File: config.mk
export PLATFORM = sky130hd
export DESIGN_NAME = usb_evt_irq_regs
export DESIGN_NICKNAME = d
export VERILOG_FILES = /design/src/rtl/usb_evt_irq_pkg.sv /design/src/rtl/usb_evt_irq_addr_dec.sv /design/src/rtl/usb_evt_irq_flag_bank.sv /design/src/rtl/usb_evt_irq_xfer_cap.sv /design/src/rtl/usb_evt_irq_ctrl_reg.sv /design/src/rtl/usb_evt_irq_gen.sv /design/src/rtl/usb_evt_irq_regs.sv
export SDC_FILE = /design/constraint.sdc
export NUM_CORES = 1
export LEC_CHECK = 0
export BUFFER_PORTS_ARGS = -buffer_cell sky130_fd_sc_hd__buf_2
export CAP_MARGIN = 10
export CELL_PAD_IN_SITES_DETAIL_PLACEMENT = 1
export CELL_PAD_IN_SITES_GLOBAL_PLACEMENT = 1
export CORE_UTILIZATION = 40
export CTS_BUF_LIST = sky130_fd_sc_hd__clkbuf_8
export CTS_CLUSTER_DIAMETER = 200
export DETAILED_ROUTE_END_ITERATION = 16
export GPL_ROUTABILITY_DRIVEN = 1
export GPL_TIMING_DRIVEN = 0
export PLACE_DENSITY_LB_ADDON = 0.12
export SETUP_SLACK_MARGIN = 0.02
export SLEW_MARGIN = 30
export SYNTH_ARGS = -nofsm -noshare
export SYNTH_HDL_FRONTEND = slang
export SYNTH_SLANG_ARGS = --single-unit
File: constraint.sdc
create_clock -name clk -period 1.49 [get_ports clk]
set_clock_uncertainty 0.05 [all_clocks]
set_input_delay 0.0745 -clock clk [delete_from_list [all_inputs] [get_ports clk]]
set_output_delay 0.0745 -clock clk [all_outputs]
set_load 0.01 [all_outputs]
File: src/rtl/usb_evt_irq_pkg.sv
package usb_evt_irq_pkg;

   // Event index into evt_pulse; status bit = EVT_LSB + index
   typedef enum logic [2:0] {
      EV_ESOF  = 3'd0,
      EV_SOF   = 3'd1,
      EV_BRST  = 3'd2,
      EV_SUSP  = 3'd3,
      EV_WAKE  = 3'd4,
      EV_ERR   = 3'd5,
      EV_OVR   = 3'd6,
      EV_XFER  = 3'd7
   } evt_idx_e;

   typedef enum logic [1:0] {
      SEL_NONE = 2'd0,
      SEL_CTRL = 2'd1,
      SEL_STAT = 2'd2
   } reg_sel_e;

   // Power/reset request positions inside the control word
   localparam int unsigned PWR_FRES = 0;
   localparam int unsigned PWR_PDWN = 1;
   localparam int unsigned PWR_LPM  = 2;
   localparam int unsigned PWR_FSUS = 3;
   localparam int unsigned PWR_RSM  = 4;
   localparam int unsigned NUM_PWR  = 5;

endpackage

File: src/rtl/usb_evt_irq_addr_dec.sv
module usb_evt_irq_addr_dec
   import usb_evt_irq_pkg::*;
#(
   parameter int unsigned ADDR_W    = 2,
   parameter int unsigned CTRL_ADDR = 0,
   parameter int unsigned STAT_ADDR = 1
) (
   input  logic [ADDR_W-1:0] addr_i,
   input  logic              we_i,
   output reg_sel_e          sel_o,
   output logic              wr_ctrl_o,
   output logic              wr_stat_o
);

   if (CTRL_ADDR == STAT_ADDR) begin : g_bad_map
      $error("control and status addresses must differ");
   end
   if (CTRL_ADDR >= (1 << ADDR_W) || STAT_ADDR >= (1 << ADDR_W)) begin : g_bad_range
      $error("register address outside the address width");
   end

   localparam logic [ADDR_W-1:0] CTRL_A = ADDR_W'(CTRL_ADDR);
   localparam logic [ADDR_W-1:0] STAT_A = ADDR_W'(STAT_ADDR);

   always_comb begin
      sel_o = SEL_NONE;
      if (addr_i == CTRL_A)      sel_o = SEL_CTRL;
      else if (addr_i == STAT_A) sel_o = SEL_STAT;
   end

   assign wr_ctrl_o = we_i && (sel_o == SEL_CTRL);
   assign wr_stat_o = we_i && (sel_o == SEL_STAT);

endmodule

File: src/rtl/usb_evt_irq_flag_bank.sv
module usb_evt_irq_flag_bank #(
   parameter int unsigned NUM_EVT = 8
) (
   input  logic               clk,
   input  logic               rst_n,
   input  logic [NUM_EVT-1:0] evt_i,
   input  logic               clr_wr_i,
   input  logic [NUM_EVT-1:0] clr_data_i,
   output logic [NUM_EVT-1:0] flag_o
);

   if (NUM_EVT < 1 || NUM_EVT > 16) begin : g_bad_cnt
      $error("NUM_EVT out of range");
   end

   for (genvar i = 0; i < NUM_EVT; i++) begin : g_flag
      logic q;
      logic kill;
      // a written zero kills the flag; a written one keeps it
      assign kill = clr_wr_i && !clr_data_i[i];

      always_ff @(posedge clk or negedge rst_n) begin
         if (!rst_n) q <= 1'b0;
         else        q <= evt_i[i] | (q & ~kill);
      end
      assign flag_o[i] = q;

      p_set_after_pulse_r2: assert property (@(posedge clk) disable iff (!rst_n)
         evt_i[i] |=> flag_o[i]);
      p_collision_keeps_r4: assert property (@(posedge clk) disable iff (!rst_n)
         (evt_i[i] && clr_wr_i && !clr_data_i[i]) |=> flag_o[i]);
      p_zero_clears_r3: assert property (@(posedge clk) disable iff (!rst_n)
         (clr_wr_i && !clr_data_i[i] && !evt_i[i]) |=> !flag_o[i]);
      p_one_keeps_r3: assert property (@(posedge clk) disable iff (!rst_n)
         (!evt_i[i] && !(clr_wr_i && !clr_data_i[i])) |=> $stable(flag_o[i]));
   end

endmodule

File: src/rtl/usb_evt_irq_xfer_cap.sv
module usb_evt_irq_xfer_cap #(
   parameter int unsigned EP_W = 4
) (
   input  logic            clk,
   input  logic            rst_n,
   input  logic            cap_i,
   input  logic [EP_W-1:0] ep_i,
   input  logic            dir_i,
   output logic [EP_W-1:0] ep_o,
   output logic            dir_o
);

   if (EP_W < 1 || EP_W > 8) begin : g_bad_ep
      $error("EP_W out of range");
   end

   always_ff @(posedge clk or negedge rst_n) begin
      if (!rst_n) begin
         ep_o  <= '0;
         dir_o <= 1'b0;
      end else if (cap_i) begin
         ep_o  <= ep_i;
         dir_o <= dir_i;
      end
   end

   p_load_on_xfer_r5: assert property (@(posedge clk) disable iff (!rst_n)
      cap_i |=> (ep_o == $past(ep_i)) && (dir_o == $past(dir_i)));
   p_hold_otherwise_r5: assert property (@(posedge clk) disable iff (!rst_n)
      !cap_i |=> $stable(ep_o) && $stable(dir_o));

endmodule

File: src/rtl/usb_evt_irq_ctrl_reg.sv
module usb_evt_irq_ctrl_reg
   import usb_evt_irq_pkg::*;
#(
   parameter int unsigned              REG_W   = 16,
   parameter int unsigned              NUM_EVT = 8,
   parameter logic [NUM_PWR-1:0]       PWR_RST = 5'b00011
) (
   input  logic               clk,
   input  logic               rst_n,
   input  logic               wr_i,
   input  logic [REG_W-1:0]   wdata_i,
   output logic [NUM_EVT-1:0] mask_o,
   output logic [NUM_PWR-1:0] pwr_o
);

   localparam int unsigned EVT_LSB = REG_W - NUM_EVT;

   if (EVT_LSB < NUM_PWR) begin : g_bad_fit
      $error("event enables overlap power bits");
   end

   always_ff @(posedge clk or negedge rst_n) begin
      if (!rst_n) begin
         mask_o <= '0;
         pwr_o  <= PWR_RST;
      end else if (wr_i) begin
         mask_o <= wdata_i[REG_W-1:EVT_LSB];
         pwr_o  <= wdata_i[NUM_PWR-1:0];
      end
   end

   p_ctrl_write_r7: assert property (@(posedge clk) disable iff (!rst_n)
      wr_i |=> (mask_o == $past(wdata_i[REG_W-1:EVT_LSB])) &&
               (pwr_o == $past(wdata_i[NUM_PWR-1:0])));
   p_ctrl_hold_r7: assert property (@(posedge clk) disable iff (!rst_n)
      !wr_i |=> $stable(mask_o) && $stable(pwr_o));

endmodule

File: src/rtl/usb_evt_irq_gen.sv
module usb_evt_irq_gen #(
   parameter int unsigned NUM_EVT    = 8,
   parameter bit          IRQ_FLOP   = 1'b0
) (
   input  logic               clk,
   input  logic               rst_n,
   input  logic [NUM_EVT-1:0] flag_i,
   input  logic [NUM_EVT-1:0] mask_i,
   output logic               irq_o
);

   logic hit;
   assign hit = |(flag_i & mask_i);

   if (IRQ_FLOP) begin : g_flop
      always_ff @(posedge clk or negedge rst_n) begin
         if (!rst_n) irq_o <= 1'b0;
         else        irq_o <= hit;
      end
   end else begin : g_comb
      assign irq_o = hit;
   end

   p_no_irq_unmasked_r8: assert property (@(posedge clk) disable iff (!rst_n)
      (mask_i == '0) && $stable(mask_i) |-> !irq_o);

endmodule

File: src/rtl/usb_evt_irq_regs.sv
module usb_evt_irq_regs
   import usb_evt_irq_pkg::*;
#(
   parameter int unsigned ADDR_W    = 2,
   parameter int unsigned REG_W     = 16,
   parameter int unsigned NUM_EVT   = 8,
   parameter int unsigned EP_W      = 4,
   parameter int unsigned CTRL_ADDR = 0,
   parameter int unsigned STAT_ADDR = 1,
   parameter bit          IRQ_FLOP  = 1'b0
) (
   input  logic               clk,
   input  logic               rst_n,
   input  logic [ADDR_W-1:0]  reg_addr,
   input  logic               reg_we,
   input  logic [REG_W-1:0]   reg_wdata,
   output logic [REG_W-1:0]   reg_rdata,
   input  logic [NUM_EVT-1:0] evt_pulse,
   input  logic [EP_W-1:0]    xfer_ep,
   input  logic               xfer_dir,
   output logic               irq,
   output logic               ctl_resume,
   output logic               ctl_force_suspend,
   output logic               ctl_low_power,
   output logic               ctl_power_down,
   output logic               ctl_force_reset
);

   localparam int unsigned EVT_LSB  = REG_W - NUM_EVT;
   localparam int unsigned DIR_BIT  = EP_W;
   localparam int unsigned STAT_GAP = EVT_LSB - EP_W - 1;
   localparam int unsigned CTRL_GAP = EVT_LSB - NUM_PWR;
   localparam int unsigned XFER_IDX = NUM_EVT - 1;

   if (EVT_LSB < EP_W + 1) begin : g_bad_stat
      $error("status word too narrow for transfer fields");
   end

   reg_sel_e           sel;
   logic               wr_ctrl;
   logic               wr_stat;
   logic [NUM_EVT-1:0] flags;
   logic [NUM_EVT-1:0] masks;
   logic [NUM_PWR-1:0] pwr;
   logic [EP_W-1:0]    cap_ep;
   logic               cap_dir;
   logic [REG_W-1:0]   stat_word;
   logic [REG_W-1:0]   ctrl_word;

   usb_evt_irq_addr_dec #(
      .ADDR_W    (ADDR_W),
      .CTRL_ADDR (CTRL_ADDR),
      .STAT_ADDR (STAT_ADDR)
   ) u_dec (
      .addr_i    (reg_addr),
      .we_i      (reg_we),
      .sel_o     (sel),
      .wr_ctrl_o (wr_ctrl),
      .wr_stat_o (wr_stat)
   );

   usb_evt_irq_flag_bank #(
      .NUM_EVT (NUM_EVT)
   ) u_flags (
      .clk        (clk),
      .rst_n      (rst_n),
      .evt_i      (evt_pulse),
      .clr_wr_i   (wr_stat),
      .clr_data_i (reg_wdata[REG_W-1:EVT_LSB]),
      .flag_o     (flags)
   );

   usb_evt_irq_xfer_cap #(
      .EP_W (EP_W)
   ) u_cap (
      .clk   (clk),
      .rst_n (rst_n),
      .cap_i (evt_pulse[XFER_IDX]),
      .ep_i  (xfer_ep),
      .dir_i (xfer_dir),
      .ep_o  (cap_ep),
      .dir_o (cap_dir)
   );

   usb_evt_irq_ctrl_reg #(
      .REG_W   (REG_W),
      .NUM_EVT (NUM_EVT),
      .PWR_RST (5'b00011)
   ) u_ctrl (
      .clk     (clk),
      .rst_n   (rst_n),
      .wr_i    (wr_ctrl),
      .wdata_i (reg_wdata),
      .mask_o  (masks),
      .pwr_o   (pwr)
   );

   usb_evt_irq_gen #(
      .NUM_EVT  (NUM_EVT),
      .IRQ_FLOP (IRQ_FLOP)
   ) u_irq (
      .clk    (clk),
      .rst_n  (rst_n),
      .flag_i (flags),
      .mask_i (masks),
      .irq_o  (irq)
   );

   assign stat_word = {flags, {STAT_GAP{1'b0}}, cap_dir, cap_ep};
   assign ctrl_word = {masks, {CTRL_GAP{1'b0}}, pwr};

   always_comb begin
      unique case (sel)
         SEL_CTRL: reg_rdata = ctrl_word;
         SEL_STAT: reg_rdata = stat_word;
         default:  reg_rdata = '0;
      endcase
   end

   assign ctl_resume        = pwr[PWR_RSM];
   assign ctl_force_suspend = pwr[PWR_FSUS];
   assign ctl_low_power     = pwr[PWR_LPM];
   assign ctl_power_down    = pwr[PWR_PDWN];
   assign ctl_force_reset   = pwr[PWR_FRES];

   p_low_fields_ro_r6: assert property (@(posedge clk) disable iff (!rst_n)
      (wr_stat && !evt_pulse[XFER_IDX]) |=> $stable(stat_word[DIR_BIT:0]));
   p_unmapped_quiet_r9: assert property (@(posedge clk) disable iff (!rst_n)
      (reg_we && sel == SEL_NONE) |=> $stable(ctrl_word));

endmodule

== Word-level counts from Yosys, hierarchy flattened ==
Cells that the tools add are included.
Operators by class
  muxes and demuxes: 3
  reduce and logical (&&, ||, !) cells: 20
  bitwise operators: 25
  eq/ne operators: 3
Operators with widths (count)
  16-bit one-hot mux with 2 select lines: 1
  1-bit logical AND: 10
  1-bit AND: 8
  8-bit AND: 1
  1-bit logical NOT: 8
  1-bit NOT: 8
  1-bit OR: 8
  8-bit OR reduction: 1
  2-bit by 1-bit == test with 1-bit output (second input constant): 2
  2-bit 2-to-1 mux: 2
  2-bit == test (second input constant): 1
  2-bit logical NOT: 1
Word-level totals
  word-level logic and storage cells: 63
  output and inout bits: 22
  input port bits: 34
  flip-flop bits (word level): 26

== Longest topological paths before layout ==
Gate-level depths: netlist of run 1.
  word-level depth: 9
  gate-level depth with buffers: 4
  depth with buffers taken out: 2

== Modules after synthesis ==
From an unflattened synthesis of run 1, not the netlist that was laid out.
Second synthesis, totals
  cells, all modules: 115
  area, all modules: 1373.8 um2
Modules (own cells, without submodules)
  usb_evt_irq_ctrl_reg: cells an instance 27, sequential area each 327.8 um2, area each 523.0 um2, instances 1
  usb_evt_irq_flag_bank: cells an instance 32, sequential area each 200.2 um2, area each 370.4 um2, instances 1
  usb_evt_irq_regs: cells an instance 37, sequential area each 0.0 um2, area each 232.7 um2, instances 1
  usb_evt_irq_xfer_cap: cells an instance 10, sequential area each 125.1 um2, area each 181.4 um2, instances 1
  usb_evt_irq_gen: cells an instance 5, sequential area each 0.0 um2, area each 36.3 um2, instances 1
  usb_evt_irq_addr_dec: cells an instance 4, sequential area each 0.0 um2, area each 30.0 um2, instances 1

== Least setup slack after synthesis of run 1 ==
OpenSTA, ideal clock, no wires.
  path type: input to register
  start point: input port reg_addr[0]
  end point: register u_ctrl.mask_o[3]
  cell stages on the path: 4
  data required time: 1315 ps
  setup time: 125 ps
  data arrival time: 928 ps
  path slack: 387 ps
  buffers on the path: 2
  cell sequence: buf_6 -> nor3b_4 -> buf_12 -> mux2_4
Between the ends
  longest elaborated chain between the ends: 5
  elaborated cells on any way between the ends: 6
  classes of those cells: 2 x eq/ne; 2 x mux; 2 x reduce/logical
Ends and longest elaborated chain
  from (decl): line usb_evt_irq_regs.sv:14  | input logic [ADDR_W-1:0] reg_addr,
  2-bit by 1-bit == test with 1-bit output: line usb_evt_irq_addr_dec.sv:28  | else if (addr_i == STAT_A) sel_o = SEL_STAT;
  2-bit 2-to-1 mux: line usb_evt_irq_addr_dec.sv:28
  2-bit 2-to-1 mux (*): line usb_evt_irq_addr_dec.sv:27  | if (addr_i == CTRL_A) sel_o = SEL_CTRL;
  2-bit by 1-bit == test with 1-bit output (*): line usb_evt_irq_addr_dec.sv:31  | assign wr_ctrl_o = we_i && (sel_o == SEL_CTRL);
  1-bit logical AND (*): line usb_evt_irq_addr_dec.sv:31
  to (signal assigned): line usb_evt_irq_ctrl_reg.sv:27  | mask_o <= wdata_i[REG_W-1:EVT_LSB];
  to (decl): line usb_evt_irq_ctrl_reg.sv:12  | output logic [NUM_EVT-1:0] mask_o,
Mark *: on every way between the ends. The rest lies on a longest branch, timed or not.
A chain may end at the register's enable or synchronous reset.

== Worst setup path in the final report of run 1 ==
  start point: register u_ctrl.mask_o[0]
  end point: output port irq
Between the ends
  longest elaborated chain between the ends: 2
Ends and longest elaborated chain
  8-bit AND: line usb_evt_irq_gen.sv:13  | assign hit = |(flag_i & mask_i);
  8-bit OR reduction: line usb_evt_irq_gen.sv:13
  to (decl): line usb_evt_irq_regs.sv:21  | output logic irq,
No other way between the ends.

==> metrics.txt, run 1 <==
# setup viols final=0; Max-Slew Margin vs Limit=0.595; Post-DP HPWL=about 2.4 mm; met3 usage=0.0218; CP max stage delay=approximately 0.4 ns; Port Buf Inserts=47; Seq/Total Area, Yosys=0.499; crit-path max FO=3; fillers=between 300 and 400; drt first pass iters=3; GR Layer Usage met1=0.271; Final Cycle Share=0.889; Synth Instances=111; CTS Buffer Depth=2; Worst-path clk slew=about 0.090 ns; Logic pwr share=0.256; setup_tns=0 ns; Worst Path Buf+Inv=1; Final nets=around 210; WL per Instance=roughly 15 microns; Tightest Hold Check Type=in -> reg; Power Dens Cells=around 970 mW/mm^2; Mean Syn Cell Area=between 10 and 15 sq um; Clock power frac=0.235; Synth area leaders=dfrtp_1 (46%), mux2_4 (11%), mux2i_1 (9.9%); Ports=56; Worst EP arrival=roughly 1.2 ns; fin cells=220; Internal=1.23 mW; Vias=between 1,000 and 1,500; critical path, cell by cell=a22oi_1 > nand4_1 > buf_2; DIE AREA=approximately 0.0035 sq mm; CTS buffer count=3; critical path type=reg -> out; count of different cell masters after synthesis=17; outcome=completed; die height=roughly 60 microns; Hold Slack=~0.0088 ns; Routed Antenna Nets=0; Root Buffer Master=clkbuf_8; Worst Setup Start Kind=register; Tot GR Track Use=0.213; initial antenna violation count=0; worst slew pin tran=around 0.61 ns; Core Rows=20; WP data required=1.37 ns; Starting DRT DRC Count=29; final-report max-slew violation count=0; Synth Register Bits=26; total gr overflow=0; Sink Count=26; Reg power frac=0.509; crit end category=output pin; total placed cells including tap cells=slightly above 200; largest net degree at the start of global routing=27; RSZ-0062 raised after global routing=false; Clock Latency Late Sink=between 0.2 and 0.3 ns; CTS tree=yes; Initial Util=0.426; Worst VDD drop=approximately 0.50 mV; area grow syn2layout=35.3%; Die X-Extent=59.2 microns; wire length of the first global-routing pass=about 5.4 mm; M2 GR Usage=0.380; NetSw=about 0.48 mW; Pleak=between 0.8 and 0.9 nW; Warnings, synthesis=0; # H-tree levels=1; final RePlAce weighted congestion=0.746; final hold vios=0; net switching share of the total power=0.279; Slowest-stage cell, CP=dfrtp_1; global route hottest layer=met2; DR DRC count=0; Max Fclk=about 760 MHz; Post-Synthesis Cell Area=0.00131 sq mm; largest area contributor in the netlist=dfrtp_1; # diodes=0; routed vias/inst=between 4 and 5; Final min period=around 1.3 ns; core area=around 0.0031 sq mm; Worst path top cell family by delay=flip-flops; max-cap violations=0; vias in the first global route=1,152; Final Total Pwr=around 1.7 mW; fraction of layout cells with a size suffix above 1=0.438; area share of the largest cell type after synthesis=0.458; Routed WL=3.32 mm
[registers in the layout (all words and copies together), names as in the netlist]
name              count
u_ctrl.pwr_o          5
u_cap.ep_o            4
u_flags.g_flag.q      8
u_cap.dir_o           1
u_ctrl.mask_o         8
[stage by stage]
stage                     setup WS [ns]  cell area (sq um)   util
after floorplan                   0.387               1320      -
after global placement            0.216               1610  0.522
after detailed placement          0.203               1610  0.522
after CTS                         0.144               1770  0.576
after global routing             0.0914               1770  0.576
final                             0.166               1770  0.576
[metal layers]
layer	up-vias	wire length [microns]
met5	-	0
met4	0	16
met3	2	108
met2	25	1750
met1	532	1440
li1	508	-
[cell families (layout without fill, tap and decap cells)]
logic type | after synthesis | count (layout) | share of synthesized area
AO/OA/AOI/OAI | 12 | 12 | 0.0535
flip-flops | 26 | 26 | 0.499
buffers and inverters | 9 | 72 | 0.0535
other | 1 | 3 | 0.00286
multiplexers | 31 | 31 | 0.283
AND/OR/NAND/NOR | 32 | 32 | 0.109
[final cells by class]
cell class | count | area (sq um) | share of cell area
Timing Repair Buffer | 59 | 355 | 0.200
Sequential cell | 26 | 653 | 0.368
Tap cell | 44 | 55.1 | 0.0311
Clock buffer | 3 | 41.3 | 0.0233
Buffer | 9 | 70.1 | 0.0395
Multi-Input combinational cell | 78 | 594 | 0.335
Clock inverter | 1 | 3.75 | 0.00212
[power by group through the flow]
stage / clock network [mW] / registers (mW) / logic (mW)
2_1_floorplan: 0 / 0.878 / 0.248
3_3_place_gp: 0 / 0.878 / 0.402
3_5_place_dp: 0 / 0.885 / 0.415
4_1_cts: 0.415 / 0.872 / 0.441
5_1_grt: 0.440 / 0.883 / 0.479
6_report: 0.402 / 0.872 / 0.438
[repair_timing]
| item | CTS | global route |
|---|---|---|
| hold buffers | 12 | 0 |
| endpoints found under the hold margin | 35 | 0 |
| setup endpoints to repair | 0 | 0 |
| gates resized for setup | 0 | 0 |
| setup buffers | 0 | 0 |
[path summary, 6_finish.rpt]
path / depth (start not counted) / to / from / slack [ns]
setup / recovery: 3 / irq / u_ctrl.mask_o[0] / 0.17
hold / removal: 2 / u_ctrl.mask_o[5] / reg_wdata[13] / 0.009
setup reg to reg: 1 / u_ctrl.mask_o[3] / u_ctrl.mask_o[3] / 0.64
hold reg to reg: 1 / u_cap.dir_o / u_cap.dir_o / 0.47
max in group asynchronous: 2 / u_ctrl.pwr_o[2] / rst_n / 0.69
min in group asynchronous: 2 / u_ctrl.mask_o[1] / rst_n / 0.29
[synth_stat cells, drive strengths merged]
master,number
conb,1
nand4,1
and3b,1
buf,6
mux2i,13
dfstp,2
clkbuf,3
nor3b,1
mux2,18
a21oi,8
a22oi,4
dfrtp,24
nor2,29
[cells in the final DEF (no fill, tap or decap), drive strengths merged]
| master | netlist | routed |
|---|---|---|
| buf | 6 | 53 |
| nor2 | 29 | 29 |
| dfrtp | 24 | 24 |
| mux2 | 18 | 18 |
| mux2i | 13 | 13 |
| dlygate4sd3 | 0 | 12 |
| a21oi | 8 | 8 |
| clkbuf | 3 | 6 |
| a22oi | 4 | 4 |
| conb | 1 | 3 |
| dfstp | 2 | 2 |
| and3b | 1 | 1 |
| nand4 | 1 | 1 |
| nor3b | 1 | 1 |
| inv | 0 | 1 |
(Power assumes the default switching activity.)
==> run 2, diff against run 1 <==
Settings changed: CTS_BUF_LIST sky130_fd_sc_hd__clkbuf_8 to sky130_fd_sc_hd__clkbuf_4, HOLD_SLACK_MARGIN from default to 0.12.
==> run 2 against run 1 <==
Clock-buffer cell count grew 1; final area grew 9.3%; global-route usage grew 2.8 points; sequential cell count is the same; die area is the same; critical path type is now in -> reg; critical endpoint is now u_ctrl.mask_o[0].
==> metrics.txt, run 2 (same netlist as run 1, synthesis figures left out) <==
total gr overflow=0; Post-CTS Setup Inserts=0; Worst Setup Start Kind=primary input; Port Buf Inserts=47; Logic pwr share=0.293; Internal=between 1 and 1.5 mW; Tot GR Track Use=0.242; net switching share of the total power=0.286; final core occ=0.630; Final Cycle Share=0.966; reg2reg path depth=2; crit end category=register; Clock power frac=0.194; Ports=between 50 and 60; critical path, cell by cell=dlygate4sd3_1 > buf_2 > mux2_2 > dlygate4sd3_1; WP data required=between 1.5 and 2 ns; Worst path top cell family by delay=buffers and inverters; Critical R2R Launch=u_ctrl.mask_o[0]; setup_tns=0 ns; CP max stage delay=about 0.56 ns; fillers=347; Clock Latency Late Sink=0.31 ns; critical path depth in cells=4; critical path type=in -> reg; # diodes=0; most common cell after layout, fill and taps aside=buf_2; crit-path max FO=2; Final nets=between 200 and 250; commonest non-fill, non-tap cells in the layout=buf_2 (48), nor2_1 (29), dlygate4sd3_1 (29), dfrtp_1 (24), mux2i_1 (13); Final Total Pwr=between 1.5 and 2 mW; Worst EP arrival=between 1.5 and 2 ns; Sink Count=26; Tightest Hold Check Type=in -> reg; CTS buffer count=3; final RePlAce weighted congestion=roughly 0.75; final-report max-slew violation count=0; Root Buffer Master=clkbuf_4; Routed WL=3.78 mm; worst slew pin tran=just over 0.6 ns; Worst path most repeated cell=dlygate4sd3_1; vias in the first global route=around 1,300; wire length of the first global-routing pass=about 6.2 mm; Worst VDD drop=roughly 0.44 mV; core area=approximately 0.0031 sq mm; WL per Instance=~16 microns; die height=59.2 microns; Worst-path clk slew=0.15 ns; Max-Slew Margin vs Limit=0.594; FF-to-FF setup slack=0.07 ns; Max Fclk=between 600 and 700 MHz; Power Dens Cells=just under 900 mW/mm^2; routed vias/inst=4.86; RSZ-0062 raised after global routing=false; final hold vios=0; Vias=about 1,200; Starting DRT DRC Count=29; Reg power frac=0.513; Final min period=between 1 and 1.5 ns; DR DRC count=0; Reg-to-Reg End=u_ctrl.mask_o[0]; Die X-Extent=about 59 microns; Core Rows=20; Pleak=0.928 nW; leading registers by flop count=u_ctrl.mask_o x8, u_flags.g_flag.q x8, u_ctrl.pwr_o x5; # H-tree levels=1; largest net degree at the start of global routing=27; area grow syn2layout=47.9%; drt first pass iters=4; initial antenna violation count=0; Post-DP HPWL=roughly 2.4 mm; CTS tree=yes; CTS Buffer Depth=2; # setup viols final=0; max-cap violations=0; Worst Path Buf+Inv=3; Routed Antenna Nets=0; Initial Util=0.426; hold path depth=3; NetSw=roughly 0.49 mW; fraction of layout cells with a size suffix above 1=0.415; Worst Setup SP=reg_wdata[8]; HP Start=evt_pulse[7]; DIE AREA=approximately 0.0035 sq mm; Critical Path End=u_ctrl.mask_o[0]; Slowest-stage cell, CP=dlygate4sd3_1; outcome=completed
[run 2: cell count changes in the layout (fill, tap and decap cells not counted), sizes merged]
cell	before	now
inv	1	0
clkbuf	6	7
dlygate4sd3	12	29
[run 2: timing repair]
item | in CTS | in global routing
setup endpoints to repair | 0 | 1
hold endpoints to repair | 52 | 0
gates resized for setup | 0 | 2
hold buffers | 29 | 0
[run 2: area by class of cell]
class	instances	area [sq um]	share of cell area
Multi-Input combinational cell	78	604	0.312
Sequential cell	26	653	0.337
Buffer	9	70.1	0.0362
Timing Repair Buffer	76	526	0.271
Clock buffer	4	30.0	0.0155
Tap cell	44	55.1	0.0284
[run 2: worst min path at each step]
stage                                      to  slack (ns)
after global routing      u_flags.g_flag[7].q        0.17
after floorplan                   u_cap.dir_o       -0.27
final                     u_flags.g_flag[7].q        0.12
after detailed placement  u_flags.g_flag[4].q        0.07
after CTS                 u_flags.g_flag[7].q        0.13
after global placement       u_ctrl.mask_o[4]        0.06
[run 2: per-layer routing]
layer	vias up	part of all wire	GRT usage
met1	567	0.39	0.289
met4	0	0.0085	0.0782
li1	543	-	-
met2	39	0.57	0.451
met3	4	0.034	0.0218
met5	-	0	0
[run 2: metrics by stage]
step                      hold WS [ns]  std cells  cell area (sq um)  setup slack (ns)
final                            0.124        237               1940            0.0500
after global placement          0.0586        204               1610             0.216
after floorplan                 -0.271        113               1320             0.387
after CTS                        0.132        237               1930            0.0748
after detailed placement        0.0672        204               1610             0.203
after global routing             0.165        237               1940            0.0319
[run 2: worst register-to-register path: cells and delay by family, from the launching register on]
| kind | cells | cell delay [ns] |
|---|---|---|
| buffers and inverters | 1 | 0.56 |
| flip-flops | 1 | 0.43 |
| multiplexers | 1 | 0.27 |
[run 2: power by group through the flow]
stage          registers (mW)  logic [mW]  clock network, mW
6_report                0.877       0.501              0.331
5_1_grt                 0.888       0.544              0.370
4_1_cts                 0.871       0.491              0.344
3_5_place_dp            0.885       0.415                  0
3_3_place_gp            0.878       0.402                  0
2_1_floorplan           0.878       0.248                  0
==> run 3, diff against run 2 <==
Settings changed: CORE_ASPECT_RATIO from default to 1.2, GPL_TIMING_DRIVEN 0 to 1.
==> run 3 against run 2 <==
Hold slack improved by 0.095 ns; via count is 1.1% lower; first-iteration DRC count decreased by 59%; largest power group unchanged; power down 1.8%; non-clock buffer count unchanged; clock-buffer cell count is 1 lower; critical path depth is 2 lower.
==> metrics.txt, run 3 (same netlist as run 1, synthesis figures left out) <==
outcome=completed; die height=between 60 and 70 microns; Worst Setup Start Kind=register; # diodes=0; Reg power frac=0.522; Worst EP arrival=roughly 1.6 ns; largest net degree at the start of global routing=27; Final Total Pwr=~1.7 mW; Logic pwr share=0.291; Starting DRT DRC Count=12; Clock power frac=0.187; Critical R2R Launch=u_cap.ep_o[2]; final hold vios=0; # H-tree levels=1; Clock Latency Late Sink=0.33 ns; net switching share of the total power=0.290; critical path type=reg -> reg; Worst path top cell family by delay=buffers and inverters; WP data required=roughly 1.7 ns; vias in the first global route=approximately 1,300; CTS Buffer Depth=2; WL per Instance=around 16 microns; critical path, cell by cell=mux2_2 > dlygate4sd3_1; Final min period=approximately 1.4 ns; final RePlAce weighted congestion=between 0.6 and 0.7; Power Dens Cells=about 870 mW/mm^2; Worst VDD drop=0.437 mV; setup_tns=0 ns; Slowest-stage cell, CP=dlygate4sd3_1; most common cell after layout, fill and taps aside=buf_2; total gr overflow=0; Final nets=approximately 230; Max-Slew Margin vs Limit=0.610; Reg-to-Reg End=u_cap.ep_o[2]; fin area=approximately 0.0019 sq mm; commonest non-fill, non-tap cells in the layout=buf_2 (49), dlygate4sd3_1 (33), nor2_1 (29), dfrtp_1 (24), mux2i_1 (13); Pleak=0.927 nW; CTS tree=yes; DR DRC count=0; Max Fclk=just over 700 MHz; DIE AREA=about 0.0035 sq mm; Post-DP HPWL=2.35 mm; Worst Path Buf+Inv=1; wire length of the first global-routing pass=6.02 mm; Root Buffer Master=clkbuf_4; crit-path max FO=2; NetSw=roughly 0.49 mW; Vias=1,140; routed vias/inst=~5.0; max-cap violations=0; CP max stage delay=~0.57 ns; crit end category=register; Sink Count=26; Initial Util=0.425; Ports=56; Tightest Hold Check Type=in -> async; Final Cycle Share=0.945; drt first pass iters=2; Worst-path clk slew=around 0.15 ns; area grow syn2layout=48.0%; initial antenna violation count=0; RSZ-0062 raised after global routing=false; worst slew pin tran=0.584 ns; Post-CTS Setup Inserts=0; CTS buffer count=3; final-report max-slew violation count=0; Routed WL=3.65 mm; reg2reg path depth=2; FF-to-FF setup slack=between 0.08 and 0.09 ns; leading registers by flop count=u_ctrl.mask_o x8, u_flags.g_flag.q x8, u_ctrl.pwr_o x5; Port Buf Inserts=49; Die X-Extent=between 50 and 60 microns; Tot GR Track Use=0.239; core area=around 0.0031 sq mm; Routed Antenna Nets=0; Internal=1.19 mW; fraction of layout cells with a size suffix above 1=0.404; final core occ=0.629; # setup viols final=0; Core Rows=22; Placed Area=between 0.0015 and 0.002 sq mm
[run 3: per-layer routing]
metal  vias to the layer above  track usage  routed length (microns)
li1                        538            -                        -
met1                       566        0.278                     1530
met2                        32        0.439                     1960
met3                         4       0.0235                      108
met4                         0       0.0673                       41
met5                         -            0                        0
[run 3: how the worst max path moves through the flow]
| stage | startpoint | slack, ns | to | cells past startpoint |
|---|---|---|---|---|
| global route | u_ctrl.mask_o[6] | 0.04 | irq | 3 |
| floorplan | reg_addr[0] | 0.39 | u_ctrl.mask_o[3] | 4 |
| detailed placement | reg_addr[1] | 0.21 | u_ctrl.mask_o[0] | 4 |
| global placement | reg_addr[1] | 0.23 | u_ctrl.mask_o[2] | 4 |
| CTS | u_ctrl.mask_o[7] | 0.07 | irq | 3 |
| finish | u_cap.ep_o[2] | 0.08 | u_cap.ep_o[2] | 2 |
[run 3: power by group through the flow]
stage               Combinational [mW]  Clock, mW  Sequential, mW
detailed placement               0.407          0           0.887
CTS                              0.484      0.325           0.874
global route                     0.544      0.341           0.889
finish                           0.488      0.314           0.877
global placement                 0.394          0           0.876
floorplan                        0.248          0           0.878
[run 3: what timing repair did]
action / in CTS / in global routing
gates resized for setup: 0 / 2
endpoints found under the hold margin: 52 / 0
hold buffers: 33 / 0
setup endpoints to repair: 0 / 1
[run 3: cell type report]
| type | count | area (sq um) |
|---|---|---|
| Clock buffer | 3 | 22.5 |
| Clock inverter | 1 | 3.75 |
| Fill cell | 341 | 1140 |
| Multi-Input combinational cell | 78 | 604 |
| Sequential cell | 26 | 653 |
| Tap cell | 36 | 45.0 |
| Timing Repair Buffer | 85 | 611 |
[run 3: per-stage QoR]
step | hold WS [ns] | worst slack (ns) | std cells
2_1_floorplan | -0.271 | 0.387 | 113
3_3_place_gp | 0.0581 | 0.230 | 192
3_5_place_dp | 0.0682 | 0.207 | 192
4_1_cts | 0.238 | 0.0657 | 229
5_1_grt | 0.287 | 0.0357 | 229
6_report | 0.219 | 0.0820 | 229
